--- config.mk ---
export PLATFORM = sky130hd
export DESIGN_NAME = csk_adder
export DESIGN_NICKNAME = d
export VERILOG_FILES = /design/src/rtl/csk_pkg.sv /design/src/rtl/csk_pgk_cell.sv /design/src/rtl/csk_fa_cell.sv /design/src/rtl/csk_group.sv /design/src/rtl/csk_adder.sv
export SDC_FILE = /design/constraint.sdc
export NUM_CORES = 1
export LEC_CHECK = 0
export BUFFER_PORTS_ARGS = -buffer_cell sky130_fd_sc_hd__clkbuf_2
export CORE_UTILIZATION = 45
export DETAILED_ROUTE_END_ITERATION = 8
export PLACE_DENSITY = 0.85
export SYNTH_ARGS = -nofsm -noshare
export SYNTH_HDL_FRONTEND = slang
export SYNTH_SLANG_ARGS = --single-unit
export TNS_END_PERCENT = 100
--- constraint.sdc ---
create_clock -name vclk -period 7.63
set_clock_uncertainty 0.1 [all_clocks]
set_input_delay 0 -clock vclk [all_inputs]
set_output_delay 0 -clock vclk [all_outputs]
set_load 0.02 [all_outputs]
--- src/rtl/csk_pkg.sv ---
package csk_pkg;

  // Per-bit carry behaviour terms; exactly one is set for any bit pair.
  typedef struct packed {
    logic gen;
    logic prop;
    logic kill;
  } pgk_t;

endpackage

--- src/rtl/csk_pgk_cell.sv ---
module csk_pgk_cell
  import csk_pkg::*;
(
  input  logic a_i,
  input  logic b_i,
  output pgk_t pgk_o
);

  always_comb begin
    pgk_o.gen  = a_i & b_i;
    pgk_o.prop = a_i ^ b_i;
    pgk_o.kill = ~(a_i | b_i);
  end

endmodule

--- src/rtl/csk_fa_cell.sv ---
module csk_fa_cell (
  input  logic a_i,
  input  logic b_i,
  input  logic c_i,
  output logic s_o,
  output logic c_o
);

  // Majority carry and three-input parity sum.
  assign c_o = (a_i & b_i) | (b_i & c_i) | (a_i & c_i);
  assign s_o = a_i ^ b_i ^ c_i;

endmodule

--- src/rtl/csk_group.sv ---
module csk_group
  import csk_pkg::*;
#(
  parameter int GRP = 4
) (
  input  logic             [GRP-1:0] a_i,
  input  logic             [GRP-1:0] b_i,
  input  logic                       c_i,
  output logic             [GRP-1:0] s_o,
  output logic                       c_o,
  output logic                       skip_o,
  output pgk_t             [GRP-1:0] pgk_o
);

  logic [GRP:0]   chain;
  logic [GRP-1:0] prop_v;
  logic           chain_out;

  assign chain[0] = c_i;

  for (genvar bi = 0; bi < GRP; bi++) begin : g_bit
    csk_pgk_cell u_pgk (
      .a_i   (a_i[bi]),
      .b_i   (b_i[bi]),
      .pgk_o (pgk_o[bi])
    );

    assign prop_v[bi] = pgk_o[bi].prop;

    csk_fa_cell u_fa (
      .a_i (a_i[bi]),
      .b_i (b_i[bi]),
      .c_i (chain[bi]),
      .s_o (s_o[bi]),
      .c_o (chain[bi+1])
    );
  end

  assign chain_out = chain[GRP];

  // Whole group passes a carry: forward the input, skipping the chain.
  assign skip_o = &prop_v;

  always_comb begin
    if (skip_o) c_o = c_i;
    else        c_o = chain_out;
  end

endmodule

--- src/rtl/csk_adder.sv ---
module csk_adder
  import csk_pkg::*;
#(
  parameter int WIDTH = 16,
  parameter int GRP   = 4
) (
  input  logic [WIDTH-1:0] opa,
  input  logic [WIDTH-1:0] opb,
  input  logic             cin,
  output logic [WIDTH-1:0] sum,
  output logic             cout
);

  localparam int NGRP = WIDTH / GRP;

  if ((GRP < 1) || (WIDTH % GRP != 0)) begin : g_param_err
    $error("csk_adder: WIDTH must be a positive multiple of GRP");
  end

  logic [NGRP:0]          grp_carry;
  logic [NGRP-1:0]        grp_skip;
  pgk_t [WIDTH-1:0]       pgk_all;

  assign grp_carry[0] = cin;

  for (genvar gi = 0; gi < NGRP; gi++) begin : g_grp
    csk_group #(.GRP(GRP)) u_grp (
      .a_i    (opa[gi*GRP +: GRP]),
      .b_i    (opb[gi*GRP +: GRP]),
      .c_i    (grp_carry[gi]),
      .s_o    (sum[gi*GRP +: GRP]),
      .c_o    (grp_carry[gi+1]),
      .skip_o (grp_skip[gi]),
      .pgk_o  (pgk_all[gi*GRP +: GRP])
    );
  end

  assign cout = grp_carry[NGRP];

endmodule

==> summary.txt <==
Route
  – DR vias: 600
  – Final wirelength: about 1600 µm
  – ANT nets after route: 0
  – First-pass detailed-route iteration total: 4
  – WL per Instance: 12.95 µm
  – Vias/cell: 4.918
  – First DRT Iteration DRCs: 9
  – DRC: 0

Worst setup path
  – CP Capture Type: primary output
  – Req. time, crit path: 7530 ps
  – Worst setup SP type: input pin
  – CP max FO: 3
  – Crit Path Class: in -> out
  – Crit path DAT: 7160 ps

Logic synthesis
  – Syn avg cell area: 10.75 µm²
  – Distinct cells, synth: 12
  – Synth area leaders: fa_1 (42%), ha_1 (26%), buf_4 (16%), inv_1 (4.4%), nand4_1 (3.3%)
  – Seq/Total Area, Yosys: 0%
  – Warnings from Yosys: 0
  – Post-synth top area share: 41.97%
  – Mapped Area: between 700 and 800 µm²
  – Area leader, netlist: fa_1
  – Post-synth top cells: buf_4 (16), fa_1 (16), ha_1 (16)
  – Synthesized instance count: 71
  – Synthesized net count: ~140

STA
  – Period utilization: 95.19%
  – Final setup vio count: 0
  – Minimum clock period: roughly 7300 ps
  – Slew Limit Fails: 0
  – Min setup slack post-route: between 300 and 400 ps
  – Hold Fails Final Rpt: 0
  – Relative slew slack: around 87%
  – Measured slew at the worst slew-check pin: ~200 ps
  – Post-route setup TNS: 0 ps
  – RSZ-0062 raised after global routing: no
  – Top achievable clock speed: between 0.1 and 0.15 GHz

Global routing
  – Antenna violations before repair: 0
  – Total grt overflow: 0
  – First-pass GRT wire length: ~2500 µm
  – GRT Util Overall: 17.80%
  – Largest net degree at the start of global routing: 4
  – Vias in the first global route: 603

Floorplan
  – Die area: roughly 1900 µm²
  – Cell Rows: 14
  – Core area: 1541 µm²
  – Die height: approximately 43 µm
  – Die Width: about 43 µm
  – I/O Pins: 50
  – Starting Density: between 40% and 50%

Run
  – Max Cap Viol: 0

Place
  – Final HPWL DP: 1536 µm
  – # port buffers: 50
  – Pre-CTS setup slack: approximately 220 ps
  – Placed cell area: roughly 910 µm²
  – Placer Congestion: 0.8422

Run status
  – Run status: finished clean

Power and ir drop
  – VDD IR max: around 0.000042 V
  – Leak: approximately 0.53 nW
  – Total power density per cell area: between 90 and 100 nW/µm²

Finish
  – Reg area: 0 µm²
  – Fillers: ~150
  – Cell area after layout: 933.4 µm²
  – Layout cells sized above 1: a little over half
  – Layout Nets: approximately 170
  – FFs & Latches: 0
  – Clock buf count: 0
  – Layout area overhead: 22.30%
  – Area occupied by multi-input gates: around 620 µm²
  – Layout Utilization: approximately three fifths
  – Diodes inserted: 0

Worst hold path
  – Hold Path Class: in -> out

Clock tree
  – Number of hold buffers added after cts: 0
[routing by layer]
metal / routed length [µm] / track usage, % / up-vias
li1: - / - / 278
met1: 506 / 19.73 / 291
met2: 980 / 36.72 / 27
met3: 65 / 0.4255 / 4
met4: 27 / 3.030 / 0
met5: 0 / 0 / -
[logic make-up (layout without fill, tap and decap cells)]
group	after synthesis	after routing	synth area share, %
buffers and inverters	25	60	20.16
AND/OR/NAND/NOR	9	9	5.737
multiplexers	1	1	1.967
adder cells (fa/ha/maj)	32	32	68.20
AO/OA/AOI/OAI	4	4	3.935
[stage by stage]
step	hold slack [ps]	power, mW	cells
floorplan	162.6	0.07571	71
global placement	312.9	0.08512	121
detailed placement	319.7	0.09036	121
CTS	315.7	0.09050	121
global route	327.1	0.1005	122
finish	310.8	0.09153	122
[layout by cell type, fill, tap and decap left out]
| cell | count |
|---|---|
| a21oi_1 | 1 |
| a22oi_1 | 1 |
| a41oi_2 | 1 |
| buf_4 | 1 |
| clkbuf_2 | 50 |
| fa_1 | 14 |
| fa_2 | 2 |
| ha_1 | 16 |
| inv_1 | 9 |
| mux2_4 | 1 |
| nand2_1 | 2 |
| nand4_1 | 4 |
| nor2_1 | 3 |
| o21ai_2 | 1 |
[timing repair]
item | in CTS | in global routing
endpoints found under the setup margin | 0 | 1
hold endpoints to repair | 0 | 0
resized for setup | 0 | 3
buffers inserted | 0 | 1
[cell type report]
cell class,instances,share of cell area (%)
well taps,16,2.145
inverters,9,3.619
repair buffers,51,27.61
multi-input cells,46,66.62
[path summary, 6_finish.rpt]
check / end / slack (ps) / cells past startpoint / startpoint
setup / recovery: sum[15] / 370 / 27 / opa[0]
hold / removal: sum[14] / 310 / 3 / opb[14]
[power by group]
part | switching, mW | internal (mW) | total, mW | leakage (nW)
sequential | 0 | 0 | 0 | 0
clock | 0 | 0 | 0 | 0
combinational | 0.0561 | 0.0354 | 0.0915 | 0.534
total | 0.0561 | 0.0354 | 0.0915 | 0.534
[worst max-delay path, stage by stage]
cell and delay [ps]:
clkbuf_2 90, inv_1 70, fa_1 170, inv_1 50, fa_1 380, fa_2 360, fa_1 360, mux2_4 290
fa_1 380, fa_1 390, fa_1 400, fa_1 390, a41oi_2 210, nor2_1 90, fa_1 390, fa_2 360
fa_1 380, fa_1 390, nand2_1 70, nand2_1 70, fa_1 380, fa_1 390, fa_1 370, inv_1 90
fa_1 420, inv_1 60, clkbuf_2 160
Power figures use the tool's default switching activity.
